File: src/rtl/rx_fifo_trig.sv
module rx_fifo_trig #(
  parameter int DEPTH = 16,
  parameter int WIDTH = 8,
  localparam int AW = $clog2(DEPTH),
  localparam int LW = AW + 1
) (
  input  logic             clk,
  input  logic             rst_n,
  input  logic             ctl_wr,
  input  logic [7:0]       ctl_data,
  input  logic             push,
  input  logic [WIDTH-1:0] push_data,
  input  logic             pop,
  input  logic             stat_rd,
  output logic [WIDTH-1:0] pop_data,
  output logic             data_ready,
  output logic [LW-1:0]    level,
  output logic             trig_hit,
  output logic             overrun,
  output logic             tx_flush
);

  logic [WIDTH-1:0] mem [DEPTH];
  logic [AW-1:0]    rd_ptr, wr_ptr;
  logic [LW-1:0]    cnt, thr_lvl;
  logic             fifo_en, ovr, txf;
  logic [1:0]       thr_sel;

  wire en_change = ctl_wr && (ctl_data[0] != fifo_en);
  wire flush_now = ctl_wr && (ctl_data[1] || en_change);
  wire is_full   = (cnt == LW'(DEPTH));
  wire do_pop    = !flush_now && pop && (cnt != '0);
  wire do_push   = !flush_now && push && (fifo_en ? (!is_full || do_pop) : 1'b1);
  wire drop      = !flush_now && push &&
                   (fifo_en ? (is_full && !do_pop) : (cnt != '0 && !pop));

  function automatic logic [AW-1:0] nxt(input logic [AW-1:0] p);
    return (p == AW'(DEPTH - 1)) ? '0 : p + 1'b1;
  endfunction

  always_comb begin
    case (thr_sel)
      2'b00:   thr_lvl = LW'(1);
      2'b01:   thr_lvl = LW'(4);
      2'b10:   thr_lvl = LW'(8);
      default: thr_lvl = LW'(14);
    endcase
  end

  always_ff @(posedge clk) begin
    if (do_push) mem[fifo_en ? wr_ptr : rd_ptr] <= push_data;
  end

  always_ff @(posedge clk) begin
    if (!rst_n) begin
      fifo_en <= 1'b0;
      thr_sel <= 2'b00;
      rd_ptr  <= '0;
      wr_ptr  <= '0;
      cnt     <= '0;
      ovr     <= 1'b0;
      txf     <= 1'b0;
    end else begin
      txf <= ctl_wr && (ctl_data[2] || en_change);
      if (ctl_wr) begin
        fifo_en <= ctl_data[0];
        thr_sel <= ctl_data[7:6];
      end
      if (flush_now) begin
        rd_ptr <= '0;
        wr_ptr <= '0;
        cnt    <= '0;
      end else if (fifo_en) begin
        if (do_push) wr_ptr <= nxt(wr_ptr);
        if (do_pop)  rd_ptr <= nxt(rd_ptr);
        cnt <= cnt + LW'(do_push) - LW'(do_pop);
      end else begin
        if (do_push)     cnt <= LW'(1);
        else if (do_pop) cnt <= '0;
      end
      if (drop)         ovr <= 1'b1;
      else if (stat_rd) ovr <= 1'b0;
    end
  end

  assign pop_data   = mem[rd_ptr];
  assign data_ready = (cnt != '0);
  assign level      = cnt;
  assign trig_hit   = (cnt >= (fifo_en ? thr_lvl : LW'(1)));
  assign overrun    = ovr;
  assign tx_flush   = txf;

endmodule


File: config.mk
export PLATFORM = sky130hd
export DESIGN_NAME = rx_fifo_trig
export DESIGN_NICKNAME = d
export VERILOG_FILES = /design/src/rtl/rx_fifo_trig.sv
export SDC_FILE = /design/constraint.sdc
export NUM_CORES = 1
export LEC_CHECK = 0
export BUFFER_PORTS_ARGS = -buffer_cell sky130_fd_sc_hd__buf_2
export CORE_MARGIN = 2
export CORE_UTILIZATION = 65
export DETAILED_ROUTE_END_ITERATION = 12
export GPL_ROUTABILITY_DRIVEN = 0
export PLACE_DENSITY = 0.91
export SYNTH_ARGS = -nofsm -noshare
export SYNTH_HDL_FRONTEND = slang
export SYNTH_SLANG_ARGS = --single-unit
File: constraint.sdc
create_clock -name clk -period 5.65 [get_ports clk]
set_input_delay 1.13 -clock clk [delete_from_list [all_inputs] [get_ports clk]]
set_output_delay 1.13 -clock clk [all_outputs]
set_load 0.05 [all_outputs]
==> results of run 1 <==
synth_stat cells (all sizes together):
cell type | number | area share
and4 | 2 | 0.0028
o31a | 1 | 0.0014
o211a | 1 | 0.0016
nor2b | 6 | 0.0061
nand4 | 1 | 0.0010
o21a | 1 | 0.0012
and3 | 2 | 0.0020
nand2 | 12 | 0.0073
mux2i | 6 | 0.0097
nand3 | 10 | 0.0081
or2 | 2 | 0.0020
clkbuf | 8 | 0.0048
mux4 | 40 | 0.15
dfxtp | 22 | 0.071
or3 | 1 | 0.0018
xnor2 | 4 | 0.0056
mux2 | 3 | 0.0054
a21oi | 15 | 0.012
nor3 | 5 | 0.0040
buf | 6 | 0.0054
a211oi | 1 | 0.0012
nor2 | 29 | 0.018
edfxtp | 128 | 0.62
o21ai | 12 | 0.0097
xor2 | 2 | 0.0028
fa | 1 | 0.0032
a311o | 2 | 0.0032
or3b | 2 | 0.0028
nand2b | 3 | 0.0030
a31oi | 2 | 0.0020
a21o | 1 | 0.0012
o31ai | 1 | 0.0012
inv | 11 | 0.0067
nor3b | 2 | 0.0024
ha | 12 | 0.024
metal layers:
metal,wire length (um),part of all wire
met5,0,0
met1,4960,0.38
met2,6660,0.51
met3,1200,0.091
met4,304,0.023
stage by stage:
stage	hold WS (ns)	cell area (um2)	util	cells	setup slack (ns)
2_1_floorplan	0.487	6200	-	357	1.84
3_3_place_gp	0.508	6490	0.702	509	1.38
3_5_place_dp	0.528	6490	0.702	509	1.33
4_1_cts	0.535	7130	0.772	541	1.35
5_1_grt	0.576	7130	0.772	541	1.25
6_report	0.537	7130	0.772	541	1.42
layout make-up:
cell class / instances / area (um2) / area share
Multi-Input combinational cell: 182 / 1810 / 0.254
Timing Repair Buffer: 37 / 190 / 0.0267
Inverter: 11 / 41.3 / 0.00579
Sequential cell: 150 / 4290 / 0.601
Clock inverter: 13 / 218 / 0.0305
Tap cell: 129 / 161 / 0.0226
Clock buffer: 19 / 422 / 0.0591
kinds of logic after synthesis:
| logic type | Yosys count | share of synthesized area |
|---|---|---|
| and+or+nand+nor | 77 | 0.0609 |
| adders and majority gates | 13 | 0.0274 |
| buffers and inverters | 25 | 0.0169 |
| DFF | 150 | 0.691 |
| AOI/OAI and AO/OA | 37 | 0.0349 |
| xor gates and xnor gates | 6 | 0.00847 |
| muxes | 49 | 0.160 |
flip-flops by register name, summed over array words and instances (netlist names), named ones only:
signal and count:
wr_ptr 4, tx_flush 1, rd_ptr 4, level 5, overrun 1, thr_sel 2
mem 128, fifo_en 1
worst min-delay path: cells and delay by family (launching register included):
| family | cells | cell delay (ns) |
|---|---|---|
| flops | 1 | 0.35 |
| compound gates | 2 | 0.14 |
power groups by stage:
stage	Sequential (mW)	Clock, mW	Combinational, mW
global route	1.21	1.27	0.103
detailed placement	1.24	0	0.0944
floorplan	1.24	0	0.0594
CTS	1.21	1.23	0.0954
global placement	1.24	0	0.0904
finish	1.21	1.22	0.0954
final timing paths:
kind	start	endpoint	slack [ns]
max	flip-flop	pop_data[1]	1.42
min	wr_ptr[3]	wr_ptr[3]	0.54
max reg2reg	fifo_en	level[4]	1.59
min reg2reg	wr_ptr[3]	wr_ptr[3]	0.54
==> metrics.md, run 1 <==
| Metric | Value |
|---|---|
| Total net switching power | `524 uW` |
| Crit-path cells | `buf_4 > mux4_2 > mux4_2 > buf_2` |
| GRT Max-Usage Layer | `met2` |
| Vias per cell | `6.44` |
| Detailed Place HPWL | `8170 um` |
| Initial antenna violation count | `0` |
| Syn Inst Count | `357` |
| Setup Fix Bufs, Post-CTS | `0` |
| Critical path's top delay family | `multiplexers` |
| Cell internal pwr | `2.01 mW` |
| Clk sink count | `150` |
| Resize count post-CTS | `0` |
| Clock Tree Root | `clkbuf_8` |
| Drt initial violations | `363` |
| H-tree Lvls | `4` |
| Avg Synthesized Cell Area | `17.4 um2` |
| Met3 Resource Use GR | `0.0697` |
| WHS Path Cells | `2` |
| Crit-path slowest cell | `dfxtp_2` |
| Area delta synth->final | `15.0%` |
| Number of max-cap violations | `0` |
| Total grt overflow | `0` |
| Max incr delay on CP | `0.87 ns` |
| Crit path max fanout | `23` |
| Latest clock arrival within the worst-skew pair | `0.53 ns` |
| Nets | `434` |
| CP Data Arrival Time | `3.10 ns` |
| Net Sw Frac | `0.207` |
| Critical path capture point type | `output pin` |
| Number of port buffers | `35` |
| Largest net degree at the start of global routing | `33` |
| Final ANT Viol Nets | `0` |
| Core area | `9240 um2` |
| Final count of negative-setup-slack endpoints | `0` |
| Clock power share | `0.482` |
| Slew Viols, Final | `0` |
| Seq pwr share | `0.480` |
| Setup tns final | `0 ns` |
| LEAKAGE | `2.35 nW` |
| Fin crit period | `4.23 ns` |
| Critical path type | `reg2out` |
| Via Count | `3485` |
| DR pass1 iterations | `5` |
| Netlist cell types | `39` |
| Worst vdd ir | `0.202 mV` |
| M1 GR Usage | `0.370` |
| Wirelength per Cell | `24.3 um` |
| Most frequent cells in the layout | `edfxtp_1, mux4_2, buf_2` |
| Status | `completed` |
| TritonCTS buffer count | `17` |
| Crit path depth | `4` |
| Post-synthesis sequential area ratio | `0.691` |
| Total Power | `2.53 mW` |
| RSZ-0062 raised after global routing | `no` |
| Antenna cell count | `0` |
| Final WL | `13100 um` |
| Die H | `102 um` |
| Commonest non-fill, non-tap cell in the layout | `edfxtp_1` |
| Reg2Reg Depth | `14` |
| Synthesized Nets | `392` |
| Number of remaining DRC errors | `0` |
| Tcrit/Tclk final | `0.749` |
| CP bufs+invs | `2` |
| FF+latch count, synth | `150` |
| Worst endpoint required time | `4.52 ns` |
| Synthesized cell area | `6200 um2` |
| Num ports | `39` |
| Global Route Usage Sum | `0.282` |
| Core Rows | `35` |
| First-pass GRT wire length | `20300 um` |
| Layout cells sized above 1 | `0.279` |
| CTS max path bufs | `2` |
| Slew HR | `0.249` |
| Worst-margin pin slew | `1.12 ns` |
| Number of global-route vias before repair | `3549` |
| Fmax | `0.236 GHz` |
| Critical Path Most Common Cell | `mux4_2` |
| Min-Delay Path Class | `reg2reg` |
| Hold Fails Final Rpt | `0` |
| Gate power share | `0.038` |
| Clock-pin slew on the worst setup and hold paths | `0.06 ns` |
| CTS tree | `yes` |
| Pwr/cell area | `355 nW/um2` |
| Ys Warns | `0` |
| Initial Util | `0.671` |
| Worst setup SP type | `flip-flop` |
| Met2 usage | `0.457` |
| Filler cell count | `492` |
| Hold buffers post-CTS | `0` |
| Clock skew | `0.00863 ns` |
| DIE AREA | `10300 um2` |
| Chip width | `102 um` |
Note: power is estimated with default switching activity, not from simulation.
==> run 2, diff against run 1 <==
--- a/config.mk
+++ b/config.mk
@@ -7,10 +7,10 @@
 export LEC_CHECK = 0
 export BUFFER_PORTS_ARGS = -buffer_cell sky130_fd_sc_hd__buf_2
 export CORE_MARGIN = 2
-export CORE_UTILIZATION = 65
+export CORE_UTILIZATION = 54
 export DETAILED_ROUTE_END_ITERATION = 12
 export GPL_ROUTABILITY_DRIVEN = 0
-export PLACE_DENSITY = 0.91
+export PLACE_DENSITY = 0.81
 export SYNTH_ARGS = -nofsm -noshare
 export SYNTH_HDL_FRONTEND = slang
 export SYNTH_SLANG_ARGS = --single-unit
==> constraint.sdc (replaced) <==
create_clock -name clk -period 3.75 [get_ports clk]
set_input_delay 0.75 -clock clk [delete_from_list [all_inputs] [get_ports clk]]
set_output_delay 0.75 -clock clk [all_outputs]
set_load 0.05 [all_outputs]
==> run 2 against run 1 <==
Global-route usage fell by 6.5 points. Worst hold slack worse by 0.0041 ns. Utilization decreased by 13 points. Clock-buffer cell count is the same. Non-clock buffer count rose by 13. Critical path depth up 11. Via count shrank 3.8%. Final area rose by 1.1%. First-iteration DRC count fell by 15%. Routed wire length fell by 5.0%. Critical path type is now reg2reg. Largest power group is now registers.
==> metrics.md, run 2 (same netlist as run 1, synthesis figures left out) <==
| Metric | Value |
|---|---|
| Die H | `111 um (was 102 um)` |
| Tcrit/Tclk final | `0.911` |
| Worst endpoint required time | `4.09 ns (was 4.52 ns)` |
| Core area | `11300 um2 (was 9240 um2)` |
| Detailed Place HPWL | `7980 um (was 8170 um)` |
| Most flops, register | `mem (unchanged)` |
| Hold path start | `level[2] (was wr_ptr[3])` |
| Max incr delay on CP | `0.51 ns (was 0.87 ns)` |
| Worst R2R Setup Slack | `0.33 ns (was 1.59 ns)` |
| Hold Fails Final Rpt | `0 (unchanged)` |
| Crit-path cells | `inv_1 > ha_1 > or3b_2 > o21ai_1 > nor2_1 > ha_1 > inv_1 > ha_1 > inv_1 > fa_1 > nand2b_1 > a21oi_1 > xnor2_1 > mux2_2 > a21oi_1 (was buf_4 > mux4_2 > mux4_2 > buf_2)` |
| CP Data Arrival Time | `3.76 ns (was 3.10 ns)` |
| First-pass GRT wire length | `19800 um (was 20300 um)` |
| Number of port buffers | `35 (unchanged)` |
| Core Rows | `39 (was 35)` |
| Worst-margin pin slew | `0.897 ns (was 1.12 ns)` |
| Latest clock arrival within the worst-skew pair | `0.41 ns (was 0.53 ns)` |
| Via Count | `3351 (was 3485)` |
| Commonest non-fill, non-tap cell in the layout | `edfxtp_1 (unchanged)` |
| Slew Viols, Final | `0 (unchanged)` |
| Worst setup SP type | `flip-flop (unchanged)` |
| Layout cells sized above 1 | `0.291 (was 0.279)` |
| FF-to-FF Start | `level[3] (was fifo_en)` |
| Placed Cells | `536 (was 509)` |
| Hold path endpoint | `level[2] (was wr_ptr[3])` |
| Setup Fix Bufs, Post-CTS | `0 (unchanged)` |
| Final setup margin | `0.333 ns (was 1.42 ns)` |
| Clock Tree Root | `clkbuf_16 (was clkbuf_8)` |
| Most frequent cells in the layout | `edfxtp_1, mux4_2, buf_2 (unchanged)` |
| TritonCTS buffer count | `17 (unchanged)` |
| WHS Path Cells | `2 (unchanged)` |
| CTS max path bufs | `2 (unchanged)` |
| Initial Util | `0.548 (was 0.671)` |
| R2R Path End | `level[4] (unchanged)` |
| Final ANT Viol Nets | `0 (unchanged)` |
| Number of global-route vias before repair | `3523 (was 3549)` |
| Met2 usage | `0.371 (was 0.457)` |
| Drt initial violations | `308 (was 363)` |
| Final count of negative-setup-slack endpoints | `0 (unchanged)` |
| Initial antenna violation count | `0 (unchanged)` |
| Largest register FFs | `128 (unchanged)` |
| Num ports | `39 (unchanged)` |
| Global Route Usage Sum | `0.217 (was 0.282)` |
| DR pass1 iterations | `5 (unchanged)` |
| Clk sink count | `150 (unchanged)` |
| Hold Slack | `0.533 ns (was 0.537 ns)` |
| Fmax | `0.293 GHz` |
| Chip width | `111 um (was 102 um)` |
| Slew HR | `0.400 (was 0.249)` |
| Post-place setup slack | `0.184 ns (was 1.33 ns)` |
| DIE AREA | `12400 um2 (was 10300 um2)` |
| CP bufs+invs | `3 (was 2)` |
| Critical path's top delay family | `adder cells (was multiplexers)` |
| Clock-pin slew on the worst setup and hold paths | `0.06 ns (about the same)` |
| Nets | `447 (was 434)` |
| Clock skew | `0.00678 ns (was 0.00863 ns)` |
| Vias per cell | `5.92 (was 6.44)` |
| Worst vdd ir | `0.301 mV (was 0.202 mV)` |
| Number of max-cap violations | `0 (unchanged)` |
| H-tree Lvls | `4 (unchanged)` |
| Post-Layout Cell Count | `566 (was 541)` |
| Wirelength per Cell | `22.0 um (was 24.3 um)` |
| Final WL | `12500 um (was 13100 um)` |
| CTS tree | `yes (unchanged)` |
| Status | `completed (unchanged)` |
| Antenna cell count | `0 (unchanged)` |
| Critical path type | `reg2reg (was reg2out)` |
| LEAKAGE | `2.39 nW (was 2.35 nW)` |
| Met3 Resource Use GR | `0.0498 (was 0.0697)` |
| Total grt overflow | `0 (unchanged)` |
| Reg2Reg Depth | `15 (was 14)` |
| Critical path capture point type | `flip-flop (was output pin)` |
| Pwr/cell area | `511 nW/um2 (was 355 nW/um2)` |
| GRT Max-Usage Layer | `met2 (unchanged)` |
| Number of remaining DRC errors | `0 (unchanged)` |
| Crit-path slowest cell | `or3b_2 (was dfxtp_2)` |
| Setup tns final | `0 ns (unchanged)` |
| Fin crit period | `3.42 ns` |
| Area delta synth->final | `16.3% (was 15.0%)` |
| RSZ-0062 raised after global routing | `no (unchanged)` |
| Min-Delay Path Class | `reg2reg (unchanged)` |
| M1 GR Usage | `0.275 (was 0.370)` |
| Crit path max fanout | `5 (was 23)` |
| Largest net degree at the start of global routing | `33 (unchanged)` |
[run 2: worst reg2reg max path, delay by kind of cell, from the launching register on]
family / cells / cell delay [ns]
flip-flops: 1 / 0.35
multiplexers: 1 / 0.35
buffers and inverters: 3 / 0.19
AND/OR/NAND/NOR: 3 / 0.74
adder cells (fa/ha/maj): 4 / 1.01
XOR/XNOR: 1 / 0.15
AO/OA/AOI/OAI: 3 / 0.55
[run 2: how the worst max path moves through the flow]
stage | endpoint | depth (start not counted) | from
finish | level[4] | 15 | level[3]
global route | level[4] | 15 | level[3]
CTS | level[4] | 15 | level[2]
detailed placement | level[4] | 15 | ctl_data[0]
global placement | level[4] | 15 | ctl_data[0]
floorplan | level[4] | 16 | level[2]
[run 2: cell type report]
cell class              instances  area, um2
inverters                      11       41.3
repair buffers                 50        300
clock buffers                  19        433
well taps                     143        179
clock inverters                11        159
multi-input cells             182       1810
fillers                       761       4110
flip-flops and latches        150       4290
[run 2: metrics by stage]
| stage | total power, mW | utilization | area (um2) |
|---|---|---|---|
| 6_report | 3.68 | 0.637 | 7210 |
| 5_1_grt | 3.78 | 0.637 | 7210 |
| 4_1_cts | 3.70 | 0.637 | 7210 |
| 3_5_place_dp | 2.01 | 0.585 | 6620 |
| 3_3_place_gp | 2.00 | 0.585 | 6620 |
| 2_1_floorplan | 1.95 | - | 6200 |
[run 2: routing by layer]
layer	vias up	routed length, um
met1	1689	4930
met4	0	161
met2	124	6650
met3	17	732
li1	1521	-
met5	-	0
[run 2: power by group]
| part | total (mW) | switching (mW) | internal (mW) |
|---|---|---|---|
| clock | 1.71 | 0.610 | 1.10 |
| combinational | 0.151 | 0.103 | 0.0479 |
| sequential | 1.82 | 0.00609 | 1.82 |
| total | 3.68 | 0.719 | 2.96 |
[run 2: timing repair]
action | CTS | global route
setup endpoints to repair | 0 | 1
hold buffers | 0 | 0
resized for setup | 0 | 1
==> run 3, diff against run 2 <==
--- a/config.mk
+++ b/config.mk
@@ -6,11 +6,14 @@
 export NUM_CORES = 1
 export LEC_CHECK = 0
 export BUFFER_PORTS_ARGS = -buffer_cell sky130_fd_sc_hd__buf_2
+export CELL_PAD_IN_SITES_DETAIL_PLACEMENT = 0
+export CELL_PAD_IN_SITES_GLOBAL_PLACEMENT = 1
 export CORE_MARGIN = 2
-export CORE_UTILIZATION = 54
+export CORE_UTILIZATION = 47
 export DETAILED_ROUTE_END_ITERATION = 12
 export GPL_ROUTABILITY_DRIVEN = 0
-export PLACE_DENSITY = 0.81
+export GPL_TIMING_DRIVEN = 0
+export PLACE_DENSITY = 0.82
 export SYNTH_ARGS = -nofsm -noshare
 export SYNTH_HDL_FRONTEND = slang
 export SYNTH_SLANG_ARGS = --single-unit
==> constraint.sdc (replaced) <==
create_clock -name clk -period 3 [get_ports clk]
set_input_delay 0.6 -clock clk [delete_from_list [all_inputs] [get_ports clk]]
set_output_delay 0.6 -clock clk [all_outputs]
set_load 0.05 [all_outputs]
==> run 3 against run 2 <==
The run now ends with setup timing left. First-iteration DRC count decreased by 3.9%. Combinational power increased by 40%. Total power grew 20%. Via count is 2.4% higher. Register-to-register slack got worse by 0.35 ns. Sequential power rose by 25%. Sequential share of layout area shrank 1.0 points. Critical path type unchanged. Critical endpoint unchanged.
==> metrics.md, run 3 (same netlist as run 1, synthesis figures left out) <==
| Metric | Value |
|---|---|
| Status | `finished with violations (was completed)` |
| Violations in the final reports | `setup timing` |
| Commonest non-fill, non-tap cell in the layout | `edfxtp_1 (unchanged)` |
| Final WL | `12700 um (was 12500 um)` |
| Placed Cells | `563 (was 536)` |
| Max incr delay on CP | `0.41 ns (was 0.51 ns)` |
| DR pass1 iterations | `6 (was 5)` |
| Worst setup SP type | `flip-flop (unchanged)` |
| Most flops, register | `mem (unchanged)` |
| Largest register FFs | `128 (unchanged)` |
| Layout cells sized above 1 | `0.333 (was 0.291)` |
| Crit-path cells | `inv_4 > ha_4 > or3b_4 > nor3_4 > nor3_4 > inv_1 > ha_1 > inv_1 > ha_2 > inv_2 > fa_2 > nand2b_4 > a21oi_4 > xnor2_2 > mux2_4 > a21oi_2 (was inv_1 > ha_1 > or3b_2 > o21ai_1 > nor2_1 > ha_1 > inv_1 > ha_1 > inv_1 > fa_1 > nand2b_1 > a21oi_1 > xnor2_1 > mux2_2 > a21oi_1)` |
| Number of remaining DRC errors | `0 (unchanged)` |
| Tcrit/Tclk final | `1.00 (was 0.911)` |
| Number of max-cap violations | `0 (unchanged)` |
| Critical path capture point type | `flip-flop (unchanged)` |
| Crit path max fanout | `3 (was 5)` |
| Core area | `12800 um2 (was 11300 um2)` |
| DIE AREA | `14100 um2 (was 12400 um2)` |
| Worst-margin pin slew | `0.900 ns (was 0.897 ns)` |
| Fmax | `0.332 GHz (was 0.293 GHz)` |
| Critical path's top delay family | `adder cells (unchanged)` |
| CP Data Arrival Time | `3.36 ns (was 3.76 ns)` |
| Number of port buffers | `34 (was 35)` |
| Antenna cell count | `0 (unchanged)` |
| Initial Util | `0.485 (was 0.548)` |
| Hold Fails Final Rpt | `0 (unchanged)` |
| Filler cell count | `955 (was 761)` |
| Slew HR | `0.398 (was 0.400)` |
| Chip width | `119 um (was 111 um)` |
| H-tree Lvls | `4 (unchanged)` |
| Wirelength per Cell | `21.0 um (was 22.0 um)` |
| Initial antenna violation count | `0 (unchanged)` |
| RSZ-0062 raised after global routing | `yes (was no)` |
| Drt initial violations | `296 (was 308)` |
| Area delta synth->final | `18.6% (was 16.3%)` |
| Global Route Usage Sum | `0.199 (was 0.217)` |
| Final ANT Viol Nets | `0 (unchanged)` |
| CTS max path bufs | `2 (unchanged)` |
| Most frequent cells in the layout | `edfxtp_1, mux4_2, buf_2 (unchanged)` |
| Crit-path slowest cell | `or3b_4 (was or3b_2)` |
| Clock Tree Root | `clkbuf_16 (unchanged)` |
| CTS tree | `yes (unchanged)` |
| First-pass GRT wire length | `20400 um (was 19800 um)` |
| Nets | `454 (was 447)` |
| Num ports | `39 (unchanged)` |
| Die H | `119 um (was 111 um)` |
| Fin crit period | `3.01 ns (was 3.42 ns)` |
| CP bufs+invs | `4 (was 3)` |
| Worst endpoint required time | `3.35 ns (was 4.09 ns)` |
| Hold buffers post-CTS | `0 (unchanged)` |
| Post-Layout Cell Count | `604 (was 566)` |
| Total grt overflow | `0 (unchanged)` |
| Min-Delay Path Class | `in2reg (was reg2reg)` |
| Number of global-route vias before repair | `3564 (was 3523)` |
| Fin util | `0.576 (was 0.637)` |
| LEAKAGE | `2.43 nW (was 2.39 nW)` |
| Final count of negative-setup-slack endpoints | `1 (was 0)` |
| TritonCTS buffer count | `17 (unchanged)` |
| Slew Viols, Final | `0 (unchanged)` |
| Clock skew | `0.0108 ns (was 0.00678 ns)` |
| Critical path type | `reg2reg (unchanged)` |
| Clk sink count | `150 (unchanged)` |
| Largest net degree at the start of global routing | `17 (was 33)` |
| Core Rows | `41 (was 39)` |
| Detailed Place HPWL | `8420 um (was 7980 um)` |
| Via Count | `3432 (was 3351)` |
| Latest clock arrival within the worst-skew pair | `0.42 ns (was 0.41 ns)` |
| Worst vdd ir | `0.350 mV (was 0.301 mV)` |
| Clock-pin slew on the worst setup and hold paths | `0.06 ns (about the same)` |
| Vias per cell | `5.68 (was 5.92)` |
| Pwr/cell area | `599 nW/um2 (was 511 nW/um2)` |
| Final setup margin | `-0.0122 ns (was 0.333 ns)` |
==> run 3: changes by cell type in the layout (fill, tap and decap cells not counted), moves of 3 or more <==
cell / before / now
dfxtp_4: 0 / 3
a21oi_1: 15 / 12
inv_1: 11 / 8
clkbuf_1: 2 / 8
bufinv_16: 4 / 0
clkbuf_8: 0 / 6
clkinvlp_4: 3 / 0
dfxtp_1: 21 / 18
clkbuf_4: 0 / 3
buf_6: 0 / 3
==> run 3: what timing repair did <==
action | 4_1_cts | 5_1_grt
pin swaps | 10 | 6
resized for setup | 29 | 11
hold endpoints to repair | 0 | 0
endpoints found under the setup margin | 10 | 10
buffers inserted | 8 | 3
==> run 3: layout make-up <==
| cell class | count | area (um2) | area share |
|---|---|---|---|
| sequential | 150 | 4300 | 0.584 |
| multi-input combinational | 182 | 1900 | 0.259 |
| clock buffer | 28 | 517 | 0.0703 |
| timing repair buffer | 45 | 255 | 0.0347 |
| tap | 172 | 215 | 0.0293 |
| buffer | 12 | 100 | 0.0136 |
| inverter | 11 | 46.3 | 0.00630 |
| clock inverter | 4 | 18.8 | 0.00255 |
==> run 3: worst reg2reg max path, cell delays in order, from the launching register on <==
cell and delay, ns:
dfxtp_4 0.35, inv_4 0.06, ha_4 0.13, or3b_4 0.41
nor3_4 0.21, nor3_4 0.05, inv_1 0.05, ha_1 0.22
inv_1 0.06, ha_2 0.17, inv_2 0.04, fa_2 0.33
nand2b_4 0.15, a21oi_4 0.13, xnor2_2 0.14, mux2_4 0.32
a21oi_2 0.10
==> run 3: power breakdown <==
| part | internal [mW] | switching (mW) | total [mW] | leakage, nW |
|---|---|---|---|---|
| clock network | 1.16 | 0.751 | 1.91 | 0.266 |
| logic | 0.0735 | 0.138 | 0.211 | 0.827 |
| registers | 2.27 | 0.00730 | 2.28 | 1.33 |
| total | 3.51 | 0.896 | 4.40 | 2.43 |
==> run 3: metal layers <==
| metal | track usage | up-vias | part of all wire |
|---|---|---|---|
| met5 | 0 | - | 0 |
| met4 | 0.100 | 0 | 0.025 |
| met3 | 0.0431 | 23 | 0.056 |
| met2 | 0.331 | 119 | 0.52 |
| met1 | 0.246 | 1753 | 0.40 |
| li1 | - | 1537 | - |
==> run 3: path summary, 6_finish.rpt <==
kind                     from        end  slack (ns)  cells after the start
setup / recovery     level[3]   level[4]       -0.01                     16
hold / removal    ctl_data[2]   tx_flush        0.42                      2
setup reg to reg     level[3]   level[4]       -0.01                     16
hold reg to reg     wr_ptr[3]  wr_ptr[3]        0.53                      2
==> run 3: stage by stage <==
| step | hold WS (ns) | setup WS, ns | setup TNS (ns) | area [um2] | total power [mW] |
|---|---|---|---|---|---|
| 6_report | 0.421 | -0.0122 | -0.0122 | 7350 | 4.40 |
| 5_1_grt | 0.428 | -0.139 | -0.139 | 7350 | 4.54 |
| 4_1_cts | 0.408 | -0.0563 | -0.0563 | 7310 | 4.43 |
| 3_5_place_dp | 0.494 | -0.489 | -0.592 | 6630 | 2.52 |
| 3_3_place_gp | 0.486 | -0.462 | -0.578 | 6630 | 2.51 |
| 2_1_floorplan | 0.487 | -0.0704 | -0.0704 | 6240 | 2.44 |
